File: config.mk
export PLATFORM = sky130hd
export DESIGN_NAME = uart_regbank
export DESIGN_NICKNAME = d
export VERILOG_FILES = /design/src/rtl/uart_regbank.sv
export SDC_FILE = /design/constraint.sdc
export NUM_CORES = 1
export LEC_CHECK = 0
export ABC_AREA = 1
export BUFFER_PORTS_ARGS = -buffer_cell sky130_fd_sc_hd__buf_2
export CAP_MARGIN = 20
export CORE_MARGIN = 2
export CORE_UTILIZATION = 60
export CTS_CLUSTER_DIAMETER = 100
export DETAILED_ROUTE_END_ITERATION = 10
export GPL_TIMING_DRIVEN = 1
export PLACE_DENSITY = 0.93
export SETUP_SLACK_MARGIN = 0.02
export SYNTH_ARGS = -nofsm -noshare
export SYNTH_HDL_FRONTEND = slang
export SYNTH_SLANG_ARGS = --single-unit
File: constraint.sdc
create_clock -name clk -period 3.4 [get_ports clk]
set_input_delay 0.68 -clock clk [delete_from_list [all_inputs] [get_ports clk]]
set_output_delay 0.68 -clock clk [all_outputs]
set_load 0.02 [all_outputs]
File: src/rtl/uart_regbank.sv
module uart_regbank #(
  parameter int AW = 8,
  parameter int DW = 16,
  parameter int BW = 8
) (
  input  logic          clk,
  input  logic          rst_n,
  input  logic [AW-1:0] bus_addr,
  input  logic [1:0]    bus_size,
  input  logic          bus_wr,
  input  logic          bus_rd,
  input  logic [DW-1:0] bus_wdata,
  output logic [DW-1:0] bus_rdata,
  output logic [1:0]    bus_err,
  output logic [BW-1:0] tx_data,
  output logic          tx_valid,
  input  logic          tx_ready,
  input  logic [BW-1:0] rx_data,
  input  logic          rx_valid,
  output logic          rx_take,
  output logic          ev_tx,
  output logic          ev_rx
);
  localparam int SL_DATA = 0, SL_IEN = 1, SL_IDENT = 2, SL_LCTL = 3, SL_MCTL = 4;
  localparam int SL_LSTAT = 5, SL_MSTAT = 6, SL_SCR = 7, SL_GCTL = 9;
  localparam logic [1:0] SZ16 = 2'd1;
  localparam int DLAB_BIT = 7, LOOP_BIT = 4;

  logic [BW-1:0] dll, dlh, ien, lctl, mctl, lstat, scr, gctl, rbr, hold;
  logic          hold_v;
  int            ix;
  logic          req, known, bad_w, bad_r, wr_go, rd_go;
  logic          dlab, loop, thr_wr, rbr_rd, live_dr;
  logic [BW-1:0] live, rbr_next, rd_val;

  assign ix      = 32'(bus_addr[AW-1:2]);
  assign req     = bus_wr | bus_rd;
  assign known   = (bus_addr[1:0] == 2'b00) && (ix <= SL_SCR || ix == SL_GCTL);
  assign bad_w   = req && bus_size != SZ16;
  assign bad_r   = req && bus_size == SZ16 && !known;
  assign wr_go   = req && !bad_w && !bad_r && bus_wr;
  assign rd_go   = req && !bad_w && !bad_r && !bus_wr;
  assign dlab    = lctl[DLAB_BIT];
  assign loop    = mctl[LOOP_BIT];
  assign thr_wr  = wr_go && ix == SL_DATA && !dlab;
  assign rbr_rd  = rd_go && ix == SL_DATA && !dlab;
  assign live_dr = hold_v | (!loop & rx_valid);
  assign live    = BW'({tx_ready, tx_ready, 4'b0000, live_dr});
  assign rx_take = rbr_rd && !hold_v && !loop && rx_valid;
  assign rbr_next = hold_v ? hold : (rx_take ? rx_data : rbr);

  always_comb begin
    case (ix)
      SL_DATA:  rd_val = dlab ? dll : rbr_next;
      SL_IEN:   rd_val = dlab ? dlh : ien;
      SL_IDENT: rd_val = BW'(1);
      SL_LCTL:  rd_val = lctl;
      SL_MCTL:  rd_val = mctl;
      SL_LSTAT: rd_val = lstat | live;
      SL_SCR:   rd_val = scr;
      SL_GCTL:  rd_val = gctl;
      default:  rd_val = '0;
    endcase
  end

  always_ff @(posedge clk) begin
    if (!rst_n) begin
      dll <= BW'(1); dlh <= '0; ien <= '0; lctl <= '0; mctl <= '0;
      lstat <= BW'(8'h60); scr <= '0; gctl <= '0; rbr <= '0;
      hold <= '0; hold_v <= 1'b0;
      bus_rdata <= '0; bus_err <= 2'b00;
      tx_data <= '0; tx_valid <= 1'b0; ev_tx <= 1'b0; ev_rx <= 1'b0;
    end else begin
      bus_err  <= {bad_r, bad_w};
      tx_valid <= thr_wr;
      ev_tx    <= thr_wr & ien[1];
      ev_rx    <= ien[0] & live_dr;
      if (rd_go) bus_rdata <= DW'(rd_val);
      if (thr_wr) tx_data <= bus_wdata[BW-1:0];
      if (rbr_rd) begin
        rbr    <= rbr_next;
        hold_v <= 1'b0;
      end
      if (rd_go && ix == SL_LSTAT) lstat <= '0;
      if (wr_go) begin
        case (ix)
          SL_DATA: begin
            if (dlab) dll <= bus_wdata[BW-1:0];
            else if (loop) begin
              hold   <= bus_wdata[BW-1:0];
              hold_v <= 1'b1;
            end
          end
          SL_IEN:  if (dlab) dlh <= bus_wdata[BW-1:0]; else ien <= bus_wdata[BW-1:0];
          SL_LCTL: lctl <= bus_wdata[BW-1:0];
          SL_MCTL: mctl <= bus_wdata[BW-1:0];
          SL_SCR:  scr  <= bus_wdata[BW-1:0];
          SL_GCTL: gctl <= bus_wdata[BW-1:0];
          default: ;
        endcase
      end
    end
  end
endmodule

==> qor.yml <==
status: "finished clean"
h-tree-depth: 3
cp.required_ps: 2720
arrival_ps: 2090
core_area_mm2: 0.00687
fmax_mhz: 362
switching_share: 0.240
grt_max_degree: 49
globalplace.congestion: 0.891
synth_area_leaders: "dfxtp_1 (44%), a21oi_1 (8.8%), o21ai_0 (8.5%), nand2_1 (8.0%), inv_1 (5.6%)"
crit_fanout: 10
path_class: "in2out"
rsz0062_at_grt: "false"
critPathCaptureType: "output pin"
antenna_found_initial: 0
critPathTopFamily: "simple AND/OR/NAND/NOR gates"
postCtsSetupBuffers: 0
drv_slew: 0
p_sw_mw: 0.463
clockBufferDepth: 2
final_util: 0.692
route.detailed.drc: 0
area_growth_pct: 10.6
setup_tns_ps: 0
p_leak_nw: 2.06
setup_viol: 0
num-fill-cells: 571
drv_cap: 0
fin_skew_ps: 12.9
netlist-cell-type-count: 37
root_buffer: "clkbuf_8"
r2r_cells: 11
finalHoldViolations: 0
crit_buf_inv: 3
vias: 4058
overflow: 0
finalCriticalPeriod_ps: 2770
clkPwrFrac: 0.365
slew_headroom: 0.575
seqPwrFrac: 0.576
rows: 30
syn_avg_cell_area_um2: 7.32
cts.sinks: 95
ys_ff_latch: 95
drive_above_1_share: 0.162
setup.worst_path.start_class: "input pin"
cts_hold_buf: 0
hold_depth: 2
synth_area_mm2: 0.00430
netlist_instances: 587
tightest_slew_ps: 636
wl_per_cell_um: 14.7
drt-total-wl_mm: 10.7
crit_slowest_cell: "nor2_4"
cts_tree: "yes"
final_nets: 670
seq_area_frac_synth: 0.442
die_h_um: 88.6
ir_drop_v: 0.000229
insertion_delay_ps: 380
dp_hpwl_mm: 7.57
synth.top_cell.area_share: 0.442
min_period_over_period: 0.813
avgViaCountPerCell: 5.55
min_path_type: "reg2reg"
holdWs_ps: 453
dieArea_mm2: 0.00786
portBuffers: 53
start_util: 0.626
initialDrtViolationCount: 357
power_frac_comb: 0.059
grt_pass1_wl_mm: 16.8
diodes: 0
power.internal_mw: 1.47
synth-warning-count: 0
path_clk_slew_ps: 90
grt_pass1_vias: 3607
ioPinCount: 70
antenna_left: 0
postCtsResizedCells: 0
synth_top_area_cell: "dfxtp_1"
max_stage_delay_ps: 250
cp.depth: 9
dieWidth_um: 88.6
grt_use_total: 0.280
power-per-cell-area_mw_per_mm2: 407
drt_pass1_iterations: 5
numCtsBuffers: 9
crit_chain: "buf_2 > nor2_4 > nand3_4 > nand2_2 > nand3_2 > nor2_4 > nand3_4 > inv_1 > buf_2"
==> final timing paths <==
kind                            slack (ps)           end   startpoint
worst max-delay path                   630       rx_take  bus_addr[7]
worst min-delay path                   450        ien[2]       ien[2]
worst max register to register        1410  bus_rdata[5]      lctl[7]
worst min register to register         450        ien[2]       ien[2]
==> per-stage QoR <==
step,cell area (µm²),setup slack (ps),std cells,power [mW]
global route,4750,517,731,2.00
detailed placement,4570,650,715,1.25
finish,4750,634,731,1.93
global placement,4570,710,715,1.25
CTS,4750,642,731,1.94
floorplan,4330,1020,594,1.21
==> Yosys cell counts, drive strengths merged <==
library cell	instances
a22oi	2
nand4	3
buf	22
nor4	1
inv	67
dfxtp	95
clkinv	3
nor2	73
a32oi	1
o21ai	83
nand2	97
nand3	28
o211ai	1
a221oi	2
o22ai	3
a2111oi	1
clkbuf	13
a211oi	5
a22o	1
conb	1
a21oi	80
o211a	1
nor3	4
==> cell usage in the layout (no fill, tap or decap) <==
cell	n
clkinv_4	1
a32oi_1	1
nor3_1	4
a22o_1	1
a22oi_1	2
buf_2	53
clkinv_1	2
o211ai_1	1
a21oi_1	76
a211oi_1	5
nand3_2	1
nand2_1	92
nand3_1	23
o22ai_1	3
nand4_4	1
conb_1	8
o211a_1	1
clkinv_2	2
nor2_4	5
dfxtp_1	95
a221oi_1	2
a21oi_2	4
nor2_8	1
o21ai_1	10
nand3_4	4
nor2_2	4
nand2_2	5
inv_2	3
nand4_1	2
clkbuf_1	2
nor4_1	1
nor2_1	63
buf_4	7
o21ai_0	73
inv_1	64
clkbuf_8	12
a2111oi_0	1
==> cell families (layout without fill, tap and decap cells) <==
kind of cell / after synthesis / count (layout) / share of synthesized area
buffers and inverters: 105 / 146 / 0.107
other: 1 / 8 / 0.000872
AO/OA/AOI/OAI: 180 / 180 / 0.224
AND/OR/NAND/NOR: 206 / 206 / 0.226
flip-flops: 95 / 95 / 0.442
==> flip-flops by register name (all words and copies together) (netlist names) <==
register / count
ev_tx: 1
ev_rx: 1
bus_err: 2
scr: 8
dlh: 8
mctl: 8
ien: 8
lstat: 1
rbr: 8
bus_rdata: 8
gctl: 8
tx_valid: 1
hold: 8
tx_data: 8
lctl: 8
hold_v: 1
dll: 8
==> worst register-to-register path, stage by stage (launching register included) <==
cell,delay [ps]
dfxtp_1,330
buf_4,210
nor2_2,220
inv_2,70
nor2_4,380
nand3_1,150
nand3_1,130
nand2_1,60
nand2_1,90
nand2_1,70
nand2_1,110
a21oi_2,60
==> routing by layer <==
layer	GRT usage	vias to the layer above	wire length (µm)
met1	0.364	1819	4490
met3	0.0550	47	818
met5	0	-	0
met2	0.429	200	4920
li1	-	1992	-
met4	0.174	0	480
==> final cells by class <==
cell class	instances	area, µm²	share of cell area
inverter	70	264	0.0555
sequential	95	1900	0.400
timing repair buffer	60	318	0.0669
clock inverter	2	13.8	0.00290
multi-input combinational	394	1960	0.413
tap	96	120	0.0253
clock buffer	14	173	0.0363
==> power groups by stage <==
stage	Clock [mW]	Combinational [mW]	Sequential, mW
after floorplan	0	0.0720	1.14
after global placement	0	0.107	1.14
after detailed placement	0	0.111	1.14
after CTS	0.710	0.111	1.11
after global routing	0.760	0.122	1.11
final	0.706	0.114	1.11
No activity file was read; power rests on OpenSTA's default activity.
